### src/rtl/chg_seq_pkg.sv
package chg_seq_pkg;
   typedef enum logic [2:0] {
      ST_PWRDN = 3'd0,
      ST_START = 3'd1,
      ST_PRE   = 3'd2,
      ST_FAST  = 3'd3,
      ST_EOC   = 3'd4,
      ST_TMO   = 3'd5,
      ST_FAULT = 3'd6,
      ST_SHDN  = 3'd7
   } chg_state_e;

   typedef enum logic [1:0] {
      SP_OFF  = 2'b00,
      SP_LOW  = 2'b01,
      SP_FULL = 2'b10
   } chg_setpt_e;

   // flag vector layout inside the block
   localparam int FLAG_W   = 8;
   localparam int F_VIN    = 0;
   localparam int F_HDRM   = 1;
   localparam int F_PRE    = 2;
   localparam int F_RCH    = 3;
   localparam int F_ILOW   = 4;
   localparam int F_SHDN   = 5;
   localparam int F_OT     = 6;
   localparam int F_TREC   = 7;
endpackage

### src/rtl/chg_sync.sv
module chg_sync #(
   parameter int W      = 8,
   parameter int STAGES = 2
) (
   input  logic         clk_i,
   input  logic         rst_ni,
   input  logic [W-1:0] d_i,
   output logic [W-1:0] q_o
);
   initial begin
      assert (STAGES >= 2) else $error("chg_sync: STAGES must be at least 2");
      assert (W >= 1) else $error("chg_sync: W must be positive");
   end

   logic [W-1:0] stg [STAGES];

   for (genvar s = 0; s < STAGES; s++) begin : g_stage
      if (s == 0) begin : g_first
         always_ff @(posedge clk_i or negedge rst_ni) begin
            if (!rst_ni) stg[s] <= '0;
            else         stg[s] <= d_i;
         end
      end else begin : g_next
         always_ff @(posedge clk_i or negedge rst_ni) begin
            if (!rst_ni) stg[s] <= '0;
            else         stg[s] <= stg[s-1];
         end
      end
   end

   assign q_o = stg[STAGES-1];
endmodule

### src/rtl/chg_tmr.sv
module chg_tmr #(
   parameter int FAST_LIM = 12
) (
   input  logic clk_i,
   input  logic rst_ni,
   input  logic tick_i,
   input  logic clr_i,
   input  logic en_i,
   output logic short_exp_o,
   output logic long_exp_o
);
   localparam int SHORT_LIM = FAST_LIM / 6;
   localparam int CNT_W     = $clog2(FAST_LIM + 1);

   initial begin
      assert (FAST_LIM >= 6) else $error("chg_tmr: FAST_LIM must be at least 6");
      assert (FAST_LIM % 6 == 0) else $error("chg_tmr: FAST_LIM must be a multiple of 6");
   end

   logic [CNT_W-1:0] cnt_q;

   always_ff @(posedge clk_i or negedge rst_ni) begin
      if (!rst_ni)                                   cnt_q <= '0;
      else if (clr_i)                                cnt_q <= '0;
      else if (tick_i && cnt_q != CNT_W'(FAST_LIM))  cnt_q <= cnt_q + 1'b1;
   end

   assign short_exp_o = en_i && (cnt_q >= CNT_W'(SHORT_LIM));
   assign long_exp_o  = en_i && (cnt_q >= CNT_W'(FAST_LIM));

   AST_CNT_CLEARS: assert property (@(posedge clk_i) disable iff (!rst_ni)
      clr_i |=> (cnt_q == '0)) else $error("counter not cleared");
   AST_NO_EXP_DIS: assert property (@(posedge clk_i) disable iff (!rst_ni)
      !en_i |-> !(short_exp_o || long_exp_o)) else $error("expiry while disabled");
endmodule

### src/rtl/chg_fsm.sv
module chg_fsm
   import chg_seq_pkg::*;
(
   input  logic              clk_i,
   input  logic              rst_ni,
   input  logic [FLAG_W-1:0] flg_i,
   input  logic              short_exp_i,
   input  logic              long_exp_i,
   input  logic              tmr_en_i,
   output logic              chg_o,
   output chg_state_e        state_o,
   output chg_setpt_e        setpoint_o,
   output logic              stat_n_o
);
   chg_state_e state_q, state_d;

   logic vin, hdrm, pre, rch, ilow, shdn, ot, trec, restart;
   assign vin     = flg_i[F_VIN];
   assign hdrm    = flg_i[F_HDRM];
   assign pre     = flg_i[F_PRE];
   assign rch     = flg_i[F_RCH];
   assign ilow    = flg_i[F_ILOW];
   assign shdn    = flg_i[F_SHDN];
   assign ot      = flg_i[F_OT];
   assign trec    = flg_i[F_TREC];
   assign restart = !rch || !ilow;

   always_comb begin
      state_d = state_q;
      if (!vin) begin
         state_d = ST_PWRDN;
      end else if (ot && state_q != ST_FAULT && state_q != ST_PWRDN) begin
         state_d = ST_SHDN;
      end else begin
         unique case (state_q)
            ST_PWRDN: state_d = ST_START;
            ST_START: begin
               if (shdn)     state_d = ST_SHDN;
               else if (pre) state_d = ST_FAST;
               else          state_d = ST_PRE;
            end
            ST_PRE: begin
               if (pre)              state_d = ST_FAST;
               else if (short_exp_i) state_d = ST_FAULT;
            end
            ST_FAST: begin
               if (shdn)             state_d = ST_SHDN;
               else if (ilow && rch) state_d = ST_EOC;
               else if (long_exp_i)  state_d = ST_TMO;
            end
            ST_EOC: begin
               if (shdn)             state_d = ST_SHDN;
               else if (restart)     state_d = ST_START;
               else if (short_exp_i) state_d = ST_TMO;
            end
            ST_TMO: begin
               if (shdn)         state_d = ST_SHDN;
               else if (restart) state_d = ST_START;
            end
            ST_FAULT: state_d = ST_FAULT;
            ST_SHDN: begin
               if (!shdn && trec) state_d = ST_START;
            end
            default: state_d = ST_PWRDN;
         endcase
      end
   end

   always_ff @(posedge clk_i or negedge rst_ni) begin
      if (!rst_ni) state_q <= ST_PWRDN;
      else         state_q <= state_d;
   end

   assign chg_o   = (state_d != state_q);
   assign state_o = state_q;

   always_comb begin
      setpoint_o = SP_OFF;
      if (hdrm) begin
         if (state_q == ST_PRE || state_q == ST_EOC) setpoint_o = SP_LOW;
         else if (state_q == ST_FAST)                setpoint_o = SP_FULL;
      end
   end
   assign stat_n_o = !(state_q == ST_PRE || state_q == ST_FAST);

   AST_PWRDN_FIRST: assert property (@(posedge clk_i) disable iff (!rst_ni)
      !vin |=> (state_q == ST_PWRDN)) else $error("supply loss ignored");
   AST_FAULT_LATCH: assert property (@(posedge clk_i) disable iff (!rst_ni)
      (state_q == ST_FAULT && vin) |=> (state_q == ST_FAULT)) else $error("fault escaped");
   AST_PRE_NO_SHDN: assert property (@(posedge clk_i) disable iff (!rst_ni)
      (state_q == ST_PRE && vin && !ot && !pre && !short_exp_i) |=> (state_q == ST_PRE))
      else $error("trickle left without cause");
   AST_OT_SHDN: assert property (@(posedge clk_i) disable iff (!rst_ni)
      (vin && ot && state_q != ST_FAULT && state_q != ST_PWRDN) |=> (state_q == ST_SHDN))
      else $error("over-temperature ignored");
   AST_NO_FAULT_DIS: assert property (@(posedge clk_i) disable iff (!rst_ni)
      (!tmr_en_i && state_q == ST_PRE) |=> (state_q != ST_FAULT)) else $error("fault while disabled");
   AST_OFF_NO_HDRM: assert property (@(posedge clk_i) disable iff (!rst_ni)
      !hdrm |-> (setpoint_o == SP_OFF)) else $error("setpoint on without headroom");
endmodule

### src/rtl/chg_seq_ctrl.sv
module chg_seq_ctrl
   import chg_seq_pkg::*;
#(
   parameter int FAST_LIM    = 12,
   parameter int SYNC_STAGES = 2
) (
   input  logic       clk_i,
   input  logic       rst_ni,
   input  logic       vin_ok_i,
   input  logic       vin_hdrm_i,
   input  logic       bat_pre_i,
   input  logic       bat_rch_i,
   input  logic       i_low_i,
   input  logic       shdn_req_i,
   input  logic       ot_i,
   input  logic       t_rec_i,
   input  logic       tmr_en_i,
   input  logic       tick_i,
   output logic [1:0] setpoint_o,
   output logic       stat_n_o,
   output logic [2:0] state_o
);
   logic [FLAG_W-1:0] flg_raw, flg_s;
   logic              short_exp, long_exp, chg;
   chg_state_e        st;
   chg_setpt_e        sp;

   always_comb begin
      flg_raw         = '0;
      flg_raw[F_VIN]  = vin_ok_i;
      flg_raw[F_HDRM] = vin_hdrm_i;
      flg_raw[F_PRE]  = bat_pre_i;
      flg_raw[F_RCH]  = bat_rch_i;
      flg_raw[F_ILOW] = i_low_i;
      flg_raw[F_SHDN] = shdn_req_i;
      flg_raw[F_OT]   = ot_i;
      flg_raw[F_TREC] = t_rec_i;
   end

   chg_sync #(.W(FLAG_W), .STAGES(SYNC_STAGES)) u_sync (
      .clk_i(clk_i), .rst_ni(rst_ni), .d_i(flg_raw), .q_o(flg_s)
   );

   chg_tmr #(.FAST_LIM(FAST_LIM)) u_tmr (
      .clk_i(clk_i), .rst_ni(rst_ni), .tick_i(tick_i), .clr_i(chg),
      .en_i(tmr_en_i), .short_exp_o(short_exp), .long_exp_o(long_exp)
   );

   chg_fsm u_fsm (
      .clk_i(clk_i), .rst_ni(rst_ni), .flg_i(flg_s),
      .short_exp_i(short_exp), .long_exp_i(long_exp), .tmr_en_i(tmr_en_i),
      .chg_o(chg), .state_o(st), .setpoint_o(sp), .stat_n_o(stat_n_o)
   );

   assign state_o    = st;
   assign setpoint_o = sp;
endmodule

### config.mk
export PLATFORM = sky130hd
export DESIGN_NAME = chg_seq_ctrl
export DESIGN_NICKNAME = d
export VERILOG_FILES = /design/src/rtl/chg_seq_pkg.sv /design/src/rtl/chg_sync.sv /design/src/rtl/chg_tmr.sv /design/src/rtl/chg_fsm.sv /design/src/rtl/chg_seq_ctrl.sv
export SDC_FILE = /design/constraint.sdc
export NUM_CORES = 1
export LEC_CHECK = 0
export CAP_MARGIN = 20
export CORE_MARGIN = 8
export CORE_UTILIZATION = 35
export CTS_CLUSTER_SIZE = 14
export DETAILED_ROUTE_END_ITERATION = 16
export PLACE_DENSITY = 0.64
export SLEW_MARGIN = 30
export SYNTH_ARGS = -nofsm -noshare
export SYNTH_HDL_FRONTEND = slang
export SYNTH_HIERARCHICAL = 1
export SYNTH_SLANG_ARGS = --single-unit
### constraint.sdc
create_clock -name clk_i -period 2.3 [get_ports clk_i]
set_input_delay 0.345 -clock clk_i [delete_from_list [all_inputs] [get_ports clk_i]]
set_output_delay 0.345 -clock clk_i [all_outputs]
set_load 0.01 [all_outputs]
==> impl_metrics.ini, run 1 <==
[sta]
rsz0062_at_grt = false
final-max-slew-violation-count = 0
tightestPinTransition_ns = 0.314
min_period_ns = 2.16
timing.final.setup_violations = 0
worst_slew_slack_as_a_fraction_of_its_limit_pct = 79.1
max_freq_mhz = 463
final.period_utilization_pct = 93.8
clock-skew-final_ns = 0.00291
final-hold-violation-count = 0

[clock_network]
cts_hold_buf = 0
post-cts-setup-buffer-count = 0
htree_num_levels = 1
tritoncts_clock_tree = done
cts_num_sinks = 23
clk_pin_slew_worst_paths_ns = 0.11
clockBufferDepth = 2
clock-root-buffer = sky130_fd_sc_hd__clkbuf_4
tritoncts.num_buffers = 3
clkLatencyLatePin_ns = 0.30

[logic_synthesis]
synth.lib_cells_used.distinct = 48
seq_cells_post_synth = 23
yosys.cell_count.top_type = sky130_fd_sc_hd__dfrtp_1
yosys_warnings = 6
post_synth.cell_area_avg_um2 = 10.7
library_cell_occupying_the_most_area_in_the_post_synthesis_netlist = sky130_fd_sc_hd__dfrtp_1
synth-edff-count = 0
post_synth_most_frequent_cells = 23 x sky130_fd_sc_hd__dfrtp_1, 8 x sky130_fd_sc_hd__buf_4, 8 x sky130_fd_sc_hd__nor2_1
top_cells_by_area_synth = sky130_fd_sc_hd__dfrtp_1 50%, sky130_fd_sc_hd__buf_4 5.3%, sky130_fd_sc_hd__nor2_1 2.6%, sky130_fd_sc_hd__ha_1 2.2%, sky130_fd_sc_hd__mux2_2 2.0%
post_synth_inst_count = 107
ys.flop_type = sky130_fd_sc_hd__dfrtp_1
post_synth_instance_area_um2 = 1140
ys_seq_area_share_pct = 50.4
syn_nets = 121
ys_async_rst_share_pct = 100
synth_top_cell_area_share_pct = 50.4

[setup_path]
critPathSlowestCell = sky130_fd_sc_hd__clkdlybuf4s50_1
path_class = reg2out
worst_ep_required_time_ns = 1.96
critPathCaptureType = output port
critical_path_peak_fanout = 10
rr_worst_depth = 8
crit_path_arrival_time_ns = 1.81
critical_path.cell_chain = nor2b_2 -> nor2_1 -> nor3b_1 -> clkdlybuf4s50_1
crit_path_max_incr_delay_ns = 0.57
critical_path.startpoint_type = flip-flop
r2r_slack_ns = 0.24

[routing]
dr_total_vias = 845
detail-route-antenna-nets = 0
drcViolationCount = 0
drtIter0Drc = 81
drt_first_pass_iters = 4
routed_wl_um = 2040
vias_per_cell = 5.12
avgRoutedWirePerCell_um = 12.4

[global_route]
first_global_vias = 822
grt_first_pass_wirelength_um = 3530
grt.overflow.total = 0
maximum_number_of_pins_on_one_net_before_global_route_repair = 24
grt_antenna_before_repair = 0
track_usage_pct = 8.39

[floorplan]
die-area_um2 = 5350
placementRows = 20
start_util_pct = 37.1
die_y_um = 73.1
floorplan.die.width_um = 73.1
i_o_pins = 18
core_um2 = 3080

[power]
power.ir.vdd_worst_uv = 346
pwr_dens_nw_per_um2 = 623
report.power.total_uw = 843
total_leakage_power_uw = 0.000572

[cells_and_area]
post-route-util_pct = 43.9
final_layout_size_suffix_gt1_share_pct = 18.2
fillerInstances = 281
design.final.nets = 136
antenna_cells_inserted = 0
area_growth_pct = 18.4

[run_status]
status = completed

[place]
gpl.final_weighted_congestion = 0.915
detailedPlacementHpwl_um = 1560
port_buffers = 17

[job]
maxCapViolCount = 0

[worst_hold_path]
hold_class = reg2reg
hold_depth = 0
## final timing paths
path / start / end
worst max-delay path: u_fsm/state_o[1]$_DFF_PN0_ / setpoint_o[0]
worst min-delay path: u_sync/stg[13]$_DFF_PN0_ / u_sync/q_o[5]$_DFF_PN0_
worst max register to register: u_tmr/cnt_q[0]$_DFFE_PN0P_ / u_tmr/cnt_q[1]$_DFFE_PN0P_
worst min register to register: u_sync/stg[13]$_DFF_PN0_ / u_sync/q_o[5]$_DFF_PN0_
max in group asynchronous: rst_ni / u_fsm/state_o[1]$_DFF_PN0_
min in group asynchronous: rst_ni / u_sync/stg[12]$_DFF_PN0_
## power breakdown
group / internal, uW / total [uW] / leakage, uW / switching (uW)
Combinational: 111 / 212 / 0.000276 / 101
Clock: 64.8 / 172 / 0.0000177 / 107
Sequential: 430 / 459 / 0.000279 / 29.3
Total: 605 / 843 / 0.000572 / 238
## sequential cells by signal (all words and copies together) (netlist names)
register       count
u_fsm/state_o      3
u_sync/q_o         8
u_sync/stg         8
u_tmr/cnt_q        4
## critical path, delay by kind of cell (launching register included)
family | cells | cell delay, ns
buf+inv | 1 | 0.57
simple gates | 3 | 0.45
flops | 1 | 0.50
## repair_timing
action,4_1_cts,5_1_grt
hold endpoints to repair,0,0
resized for setup,0,2
endpoints found under the setup margin,0,1
## cells by family after synthesis
group                    share of synthesized area, %
AND/OR/NAND/NOR                                  20.4
adder cells (fa/ha/maj)                          2.19
flip-flops                                       50.4
buffers and inverters                            9.31
multiplexers                                     2.85
XOR/XNOR                                        0.767
AO/OA/AOI/OAI                                    14.1
## area by class of cell
class	instances	area, um^2	share of cell area [%]
clock buffers	3	22.5	1.67
clock inverters	1	5.00	0.370
inverters	6	22.5	1.67
multi-input cells	66	463	34.2
flip-flops and latches	23	577	42.6
well taps	44	55.1	4.07
repair buffers	22	208	15.4
## metal layers
metal  up-vias  routed length (um)  GRT usage [%]
li1        405                   -              -
met1       411                 949           10.1
met2        27                 980           13.6
met3         2                  98           2.06
met4         0                  16           4.00
met5         -                   0              0
## cell usage in the layout, fill, tap and decap left out, drive strengths merged, types with 2 or more instances in the layout
master and count:
buf 5, dfrtp 23, nor2 9, nand3 3
clkbuf 3, o21ai 4, clkdlybuf4s50 17, a31oi 2
and3 2, nand4 3, ha 2, nand2 4
nor3b 2, nand3b 3, inv 6, a21oi 4
or3 3, nor2b 2, mux2 2
## stage by stage
stage	cells	hold slack (ns)	cell area (um^2)	TNS, ns	worst slack [ns]
2_1_floorplan	107	0.0494	1140	0	0.283
3_3_place_gp	161	0.332	1320	0	0.000292
3_5_place_dp	161	0.335	1320	-0.0268	-0.0268
4_1_cts	165	0.362	1350	0	0.00891
5_1_grt	165	0.370	1350	0	0.0611
6_report	165	0.359	1350	0	0.142
(Power assumes the default switching activity.)
==> run 2: changes to the inputs <==
CAP_MARGIN = unset   (was 20)
SYNTH_HIERARCHICAL = unset   (was 1)
==> run 2 against run 1 <==
  * Register-to-register slack gained 0.04 ns
  * Global-route usage grew 2.3 points
  * Largest cell class unchanged
  * Sequential power grew 5.4%
  * Sequential share of layout area shrank 2.8 points
  * Worst hold slack lost 0.0079 ns
  * Final area grew 7.3%
==> impl_metrics.ini, run 2 <==
[run_status]
status = completed

[setup_path]
wp_buf_inv = 2
critPathCaptureType = output port
path_class = reg2out
critical_path_peak_fanout = 7
critical_path.startpoint_type = flip-flop
critical_path.cell_chain = and2b_1 -> inv_2 -> a21oi_1 -> clkdlybuf4s50_1
critPathSlowestCell = sky130_fd_sc_hd__clkdlybuf4s50_1
worst_ep_required_time_ns = 1.96
crit_family = buffers and inverters
crit_path_max_incr_delay_ns = 0.57
crit_path_arrival_time_ns = 1.85

[clock_network]
clock-root-buffer = sky130_fd_sc_hd__clkbuf_4
tritoncts.num_buffers = 3
clk_pin_slew_worst_paths_ns = 0.13
cts_hold_buf = 0
cts_num_sinks = 23
tritoncts_clock_tree = done
clkLatencyLatePin_ns = 0.31
htree_num_levels = 1
clockBufferDepth = 2

[routing]
drt_first_pass_iters = 4
dr_total_vias = 935
drcViolationCount = 0
drtIter0Drc = 55
vias_per_cell = 5.34
avgRoutedWirePerCell_um = 15.3
detail-route-antenna-nets = 0
routed_wl_um = 2670

[global_route]
first_global_vias = 958
grt_first_pass_wirelength_um = 4450
grt.overflow.total = 0
maximum_number_of_pins_on_one_net_before_global_route_repair = 24
grt_antenna_before_repair = 0
track_usage_pct = 10.7

[floorplan]
start_util_pct = 35.5
die-area_um2 = 5400
i_o_pins = 18
placementRows = 21
floorplan.die.width_um = 73.5
die_y_um = 73.5
core_um2 = 3260

[cells_and_area]
most-common-layout-cells = 21 x sky130_fd_sc_hd__dfrtp_1, 17 x sky130_fd_sc_hd__clkdlybuf4s50_1, 8 x sky130_fd_sc_hd__buf_4, 7 x sky130_fd_sc_hd__nor2_1, 6 x sky130_fd_sc_hd__inv_1
seqCellArea_um2 = 578
fillerInstances = 325
area_growth_pct = 25.4
final_cell_count_no_fill = 175
final_layout_size_suffix_gt1_share_pct = 17.8
antenna_cells_inserted = 0
multi_input_area_um2 = 529
design.final.nets = 144
final_common_cell = sky130_fd_sc_hd__dfrtp_1

[place]
detailedPlacementHpwl_um = 1940
place.detailed.instances = 168
gpl.final_weighted_congestion = 0.880
port_buffers = 17

[logic_synthesis]
top_cells_by_area_synth = sky130_fd_sc_hd__dfrtp_1 50%, sky130_fd_sc_hd__o2111ai_1 3.8%, sky130_fd_sc_hd__o31ai_1 3.2%, sky130_fd_sc_hd__a2111oi_4 2.4%, sky130_fd_sc_hd__nor2_1 2.3%
library_cell_occupying_the_most_area_in_the_post_synthesis_netlist = sky130_fd_sc_hd__dfrtp_1
post_synth_most_frequent_cells = 23 x sky130_fd_sc_hd__dfrtp_1, 7 x sky130_fd_sc_hd__nor2_1, 6 x sky130_fd_sc_hd__inv_1
yosys.cell_count.top_type = sky130_fd_sc_hd__dfrtp_1
post_synth_inst_count = 104
seq_cells_post_synth = 23
ys_async_rst_share_pct = 100
synth.lib_cells_used.distinct = 41
yosys_warnings = 0
post_synth.cell_area_avg_um2 = 11.1
ys_seq_area_share_pct = 49.7
post_synth_instance_area_um2 = 1160
ys.flop_type = sky130_fd_sc_hd__dfrtp_1
synth-edff-count = 0
syn_nets = 118
synth_top_cell_area_share_pct = 49.7

[job]
maxCapViolCount = 0

[power]
power.ir.vdd_worst_uv = 385
p_clk_share_pct = 17.9
power_switching_uw = 371
power.share.switching_pct = 35.1
pwr_dens_nw_per_um2 = 727
total_leakage_power_uw = 0.000587
combinationalPowerShare_pct = 36.3
internal_power_uw = 684
p_seq_share_pct = 45.8

[sta]
worst_slew_slack_as_a_fraction_of_its_limit_pct = 70.3
fin_tns_setup_ns = 0
final-hold-violation-count = 0
tightestPinTransition_ns = 0.446
clock-skew-final_ns = 0.0114
final.period_utilization_pct = 95.6
final-max-slew-violation-count = 0
timing.final.setup_violations = 0
holdWs_ns = 0.351
min_period_ns = 2.20
max_freq_mhz = 455

[worst_hold_path]
hold_class = reg2reg
## run 2: logic make-up (layout without fill, tap and decap cells)
family	after synthesis	in the layout	synth area share, %
AND/OR/NAND/NOR	32	32	16.0
multiplexers	1	1	0.865
XOR/XNOR	4	4	3.03
AO/OA/AOI/OAI	31	31	23.7
buffers and inverters	11	36	4.54
flip-flops	23	23	49.7
adder cells (fa/ha/maj)	2	2	2.16
## run 2: worst paths after layout
| path | start | endpoint | slack, ns | cells past startpoint |
|---|---|---|---|---|
| worst max-delay path | u_fsm.state_o[2]$_DFF_PN0_ | setpoint_o[0] | 0.10 | 4 |
| worst min-delay path | u_sync.stg[12]$_DFF_PN0_ | u_sync.q_o[4]$_DFF_PN0_ | 0.35 | 0 |
| worst max register to register | u_fsm.state_o[1]$_DFF_PN0_ | u_tmr.cnt_q[2]$_DFFE_PN0P_ | 0.28 | 6 |
| worst min register to register | u_sync.stg[12]$_DFF_PN0_ | u_sync.q_o[4]$_DFF_PN0_ | 0.35 | 0 |
| max in group asynchronous | rst_ni | u_fsm.state_o[1]$_DFF_PN0_ | 1.69 | 2 |
| min in group asynchronous | rst_ni | u_tmr.cnt_q[2]$_DFFE_PN0P_ | 0.37 | 2 |
## run 2: per-layer routing
metal | wire [um] | track usage [%] | up-vias | share of wire (%)
met5 | 0 | 0 | - | 0
met4 | 20 | 3.99 | 0 | 0.75
met3 | 171 | 3.68 | 2 | 6.4
met2 | 1330 | 17.8 | 36 | 50
met1 | 1150 | 12.2 | 458 | 43
li1 | - | - | 439 | -
## run 2: layout make-up
cell class / instances / share of cell area (%)
flip-flops and latches: 23 / 39.8
multi-input cells: 70 / 36.5
repair buffers: 25 / 15.9
well taps: 46 / 3.97
inverters: 7 / 1.81
clock buffers: 3 / 1.55
clock inverters: 1 / 0.517
## run 2: metrics by stage
stage	setup slack, ns	total power, uW	utilization, %	instance area, um^2
after floorplan	0.364	721	-	1160
after detailed placement	0.0861	849	42.9	1400
after global placement	0.132	838	42.9	1400
after global routing	-0.000136	1130	44.5	1450
final	0.102	1050	44.5	1450
after CTS	0.0184	1040	43.8	1430
## run 2: power groups by stage
stage                     sequential, uW  clock, uW  combinational (uW)
final                                484        188                 383
after CTS                            486        199                 360
after detailed placement             493          0                 356
after floorplan                      467          0                 254
after global placement               491          0                 346
after global routing                 489        223                 413
## run 2: what timing repair did
item,4_1_cts,5_1_grt
setup endpoints to repair,1,1
setup buffers,0,3
hold endpoints to repair,0,0
gates resized for setup,1,1
